--- config.mk ---
export PLATFORM = sky130hd
export DESIGN_NAME = serial_word_slice
export DESIGN_NICKNAME = d
export VERILOG_FILES = /design/src/rtl/serial_word_slice.sv
export SDC_FILE = /design/constraint.sdc
export NUM_CORES = 1
export LEC_CHECK = 0
export ABC_AREA = 1
export BUFFER_PORTS_ARGS = -buffer_cell sky130_fd_sc_hd__buf_4
export CORE_UTILIZATION = 45
export DETAILED_ROUTE_END_ITERATION = 8
export PLACE_DENSITY = 0.83
export SLEW_MARGIN = 10
export SYNTH_ARGS = -nofsm -noshare
export SYNTH_HDL_FRONTEND = slang
export SYNTH_SLANG_ARGS = --single-unit
--- constraint.sdc ---
create_clock -name clk -period 1.9 [get_ports clk]
set_input_delay 0.19 -clock clk [delete_from_list [all_inputs] [get_ports clk]]
set_output_delay 0.19 -clock clk [all_outputs]
set_load 0.02 [all_outputs]
--- src/rtl/serial_word_slice.sv ---
module serial_word_slice #(
  parameter int WIDTH = 9
) (
  input  logic             clk,
  input  logic             rst,
  input  logic             sclk_en_i,
  input  logic             sdata_i,
  input  logic             start_i,
  input  logic             next_word_i,
  input  logic             full_i,
  output logic [WIDTH-1:0] tap_o,
  output logic [WIDTH-1:0] word_o,
  output logic             wr_o
);
  localparam int PW = $clog2(WIDTH + 1);

  logic [PW-1:0] pos;
  logic          commit;
  logic          cap;

  assign commit = next_word_i & ~full_i;
  assign wr_o   = commit;
  assign cap    = sclk_en_i & start_i & ~next_word_i & (pos < PW'(WIDTH));

  always_ff @(posedge clk) begin
    if (rst)         pos <= '0;
    else if (commit) pos <= '0;
    else if (cap)    pos <= pos + PW'(1);
  end

  for (genvar k = 0; k < WIDTH; k++) begin : g_bit
    localparam logic [PW-1:0] K = PW'(k);
    logic q;
    always_ff @(posedge clk) begin
      if (rst)                  q <= 1'b0;
      else if (cap && pos == K) q <= sdata_i;
    end
    assign word_o[k] = q;
    assign tap_o[k]  = (pos > K);
  end

  p_reset_clears_r8: assert property (@(posedge clk)
    rst |=> (tap_o == '0 && word_o == '0));

  p_commit_empties_r3: assert property (@(posedge clk) disable iff (rst)
    wr_o |=> (tap_o == '0));

  p_blocked_hold_r4: assert property (@(posedge clk) disable iff (rst)
    (next_word_i && full_i) |=> ($stable(word_o) && $stable(tap_o)));

  p_no_start_r5: assert property (@(posedge clk) disable iff (rst)
    (!start_i && !next_word_i) |=> ($stable(word_o) && $stable(tap_o)));

  p_full_word_frozen_r6: assert property (@(posedge clk) disable iff (rst)
    (tap_o[WIDTH-1] && !wr_o) |=> $stable(word_o));

  p_boundary_drop_r7: assert property (@(posedge clk) disable iff (rst)
    (sclk_en_i && next_word_i) |=> $stable(word_o));

  p_one_step_r1: assert property (@(posedge clk) disable iff (rst)
    (sclk_en_i && start_i && !next_word_i && !tap_o[WIDTH-1])
      |=> ($countones(tap_o) == $past($countones(tap_o)) + 1));
endmodule

# == Word level (Yosys, flattened, before mapping) ==
# Cells that the tools add are included.
# op_classes
n_addsub,1
n_mul,0
div_mod_pow,0
order_cmp,10
n_eq_ne,8
shifts,0
muxes,0
bitwise,6
n_reduce_logical,11
# ops
operator,count
$eq 4x3->1 const B,4
$gt 4x3->1 const B,4
$logic_and 1x1->1,9
$eq 4x2->1 const B,2
$gt 4x1->1 const B,2
$gt 4x2->1 const B,2
$add 4x1->4 const B,1
$and 1x1->1,4
$eq 4x1->1 const B,1
$eq 4x4->1 const B,1
$gt 4x4->1 const B,1
$logic_not 4->1,1
$lt 4x4->1 const B,1
$not 1->1,2
$reduce_or 2->1,1
# word_totals
register_bits,13
latch_bits,0
mem_bits_rw,0
rom_bits,0
input_bits,7
output_inout_bits,19
word_cells,46
n_memories,0

# == Logic depth before layout (Yosys ltp) ==
# logic_depth
word_depth,4
ltp_mapped,9
ltp_nobuf,8

# == Worst setup path before layout ==
# Ideal clock, no wire load.
# synth_path
path_type,register -> output
startpoint,register pos[0]
endpoint,output port tap_o[5]
t_arrival_ns,1.343
required_time_ns,1.710
path_slack_ns,0.367
stages_incl_launch_ff,4
path_buffers,0
cell_sequence,dfxtp_1 -> inv_1 -> ha_1 -> o31ai_1
# synth_via
elab_chain_len,1
# synth_rtl
element,line_no,text
from (decl),17,logic [PW-1:0] pos;
from (signal assigned),28,else if (cap) pos <= pos + PW'(1);
$gt 4x3->1,39,assign tap_o[k] = (pos > K);
to (decl),11,"output logic [WIDTH-1:0] tap_o,"
# No other way between the ends.

# == Worst setup path in the final report ==
# layout_path
startpoint,register pos[1]
endpoint,output port tap_o[5]
# The elaborated chain is that of the path after synthesis.

==> results.md <==
* Status: completed
* Leakage at 0.4908 nW
* Area contributors post-synth: dfxtp_1, nor2_1, nand2_1
* Largest stage delay on the critical path at 420 ps
* Comb pwr share at 13.6%
* Largest net degree at the start of global routing at 16
* Number of max-cap violations at 0
* Syn Area/Cell at 6.578 sq um
* Sequential Power Share at 53.2%
* Area leader, netlist: dfxtp_1
* Slew HR at 76.56%
* Worst r2r path cells at 7
* # DRC at 0
* Clock share of power at 33.2%
* Register area share after synthesis at 29.97%
* Iteration-0 DRC Markers at 26
* Total Wirelength at 1809 um
* Setup bufs post-CTS at 0
* CP startpoint kind: register
* Ports at 26
* Vias after detailed routing at 860
* GRT met3 Usage at 7.143%
* Worst EP arrival at 1540 ps
* Setup violations, final at 0
* Fin. max-slew vios at 0
* Global placer's final weighted congestion at 0.9243
* Depth of the CTS H-tree at 1
* Final Hold Vio Count at 0
* Worst-path fanout max at 6
* DRT antenna net count at 0
* Critical path's slowest cell: dfxtp_1
* First-pass GRT wire length at 2946 um
* DR WL/cell at 10.46 um
* Worst EP required at 1710 ps
* Drt first pass iters at 4
* Die span in x at 45.93 um
* Busiest layer in global routing: met2
* Fmax at 577.7 MHz
* Worst-Margin Slew at 350.8 ps
* Net Sw Frac at 26.19%
* Vias/cell at 4.971
* P_sw at 0.1365 mW
* GR Util All Layers at 19.61%
* TritonCTS clock tree: built
* Remaining Overflow, GRT at 0
* GR Util met2 at 31.55%
* Rows at 15
* Worst-case vdd ir drop at 399.1 uV
* Flops & latches, synth at 13
* Initial antenna violation count at 0
* Hold-fix buffers, CTS at 0
* Layout cells sized above 1 at 25.00%
* Post-synth top area share at 29.97%
* Critical Path End Type: output pin
* Finished Layout Cells at 173
* Clock latency on the worst-skew pair at 280 ps
* Final Cycle Share at 91.10%
* DPL Wire Length at 1401 um
* CP Class: reg -> out
* Post-Syn Nets at 143
* Clock skew at 1.712 ps
* Clk sinks at 13
* Min-Delay Path Depth at 2
* Global-route met1 utilization at 23.22%
* P per Cell Area at 513.6 nW/um^2
* DIE AREA at 2109 sq um
* Sum Neg Setup Slack at 0 ps
* RSZ-0062 raised after global routing: no
* Ant diodes at 0
* Final total power at 0.5212 mW
* Core area at 1764 sq um
* Min Tclk post-route at 1731 ps
* Crit path cell chain: inv_1 > ha_1 > o31ai_1 > buf_4
* Internal power at 0.3847 mW
* Nets@finish at 160
* Mapped Area at 868.3 sq um
* CTS Buffer Depth at 2
* Die height at 45.93 um
* Initial Util at 49.22%
* Port bufs at 25
* Vias in the first global route at 676
* Inst Count DP at 169
* CTS root buf: clkbuf_4
* Synth Instances at 132
* Warnings, synthesis at 0
* Syn-to-layout area delta at 16.86%
* Num CTS Buffers at 3
* Worst Hold Class: in -> reg
* Distinct cell type count after synthesis at 22
* Worst-path clk slew at 80 ps
-- state kept, by name (all words and copies together), names as in the netlist --
register,count
pos,4
g_bit.q,9
-- cells in the final DEF (no fill, tap or decap) --
cell type,n
o31ai_1,1
nand4_1,8
clkbuf_4,3
ha_2,1
nand2_1,20
o211a_1,1
buf_4,25
dfxtp_1,13
nand3b_1,1
nand3_1,6
a21boi_1,1
clkbuf_1,1
a21oi_1,2
nor2_1,37
nor2_4,1
inv_1,12
o21ai_0,5
nand2_2,4
inv_2,2
ha_1,3
nor2_2,1
-- per-stage QoR --
step	util (%)	hold slack [ps]	instance area [sq um]	setup slack [ps]
CTS	57.38	61.59	1012	89.98
global placement	55.89	365.5	985.9	344.2
global route	57.52	63.90	1015	27.24
finish	57.52	71.25	1015	169.1
detailed placement	55.89	368.5	985.9	268.4
floorplan	-	259.1	868.3	366.9
-- cell usage after synthesis --
library cell  instances
a21boi_1              1
a21oi_1               2
buf_2                 1
buf_4                 9
buf_6                 1
clkbuf_1              1
clkbuf_8              1
dfxtp_1              13
ha_1                  4
inv_1                13
inv_2                 1
nand2_1              20
nand2_2               4
nand3_1               6
nand3b_1              1
nand4_1               8
nor2_1               37
nor2_2                1
nor2_4                1
o211a_1               1
o21ai_0               5
o31ai_1               1
-- area by class of cell --
class | instances | area, sq um
Fill cell | 181 | 749.5
Inverter | 14 | 52.55
Clock buffer | 4 | 26.28
Tap cell | 25 | 31.28
Multi-Input combinational cell | 92 | 456.7
Sequential cell | 13 | 260.3
Timing Repair Buffer | 25 | 187.7
-- timing repair --
action                     in CTS  in global routing
gates resized for setup         0                  2
hold endpoints to repair        0                  0
setup endpoints to repair       0                  2
-- power groups by stage --
stage	Combinational, mW	Sequential [mW]	Clock [mW]
floorplan	0.0459	0.283	0
CTS	0.0706	0.277	0.182
global placement	0.0681	0.284	0
detailed placement	0.0704	0.284	0
finish	0.0711	0.277	0.173
global route	0.0788	0.278	0.197
-- critical path: cells and delay by family, from the launching register on --
family	cells	cell delay, ps
adders and majority gates	1	240
buffers and inverters	2	320
DFF	1	420
AOI/OAI and AO/OA	1	280
-- metal layers --
metal  share of wire, %  routed length (um)
met1                 42                 761
met2                 51                 914
met3                7.1                 128
met4               0.28                   5
met5                  0                   0
-- kinds of logic (layout without fill, tap and decap cells) --
| logic type | count (synthesis) | after routing | synth area share (%) |
|---|---|---|---|
| AO/OA/AOI/OAI | 10 | 10 | 6.917 |
| adder cells (fa/ha/maj) | 4 | 4 | 5.764 |
| buffers and inverters | 27 | 43 | 17.72 |
| flip-flops | 13 | 13 | 29.97 |
| AND/OR/NAND/NOR | 78 | 78 | 39.63 |
-- path summary, 6_finish.rpt --
kind	start	end	slack, ps
hold reg to reg	g_bit[0].q$_SDFFE_PP0P_	g_bit[0].q$_SDFFE_PP0P_	470
setup / recovery	pos[1]$_SDFFE_PP0P_	tap_o[5]	170
hold / removal	rst	g_bit[0].q$_SDFFE_PP0P_	70
setup reg to reg	pos[1]$_SDFFE_PP0P_	pos[1]$_SDFFE_PP0P_	310
Power figures use the tool's default switching activity.
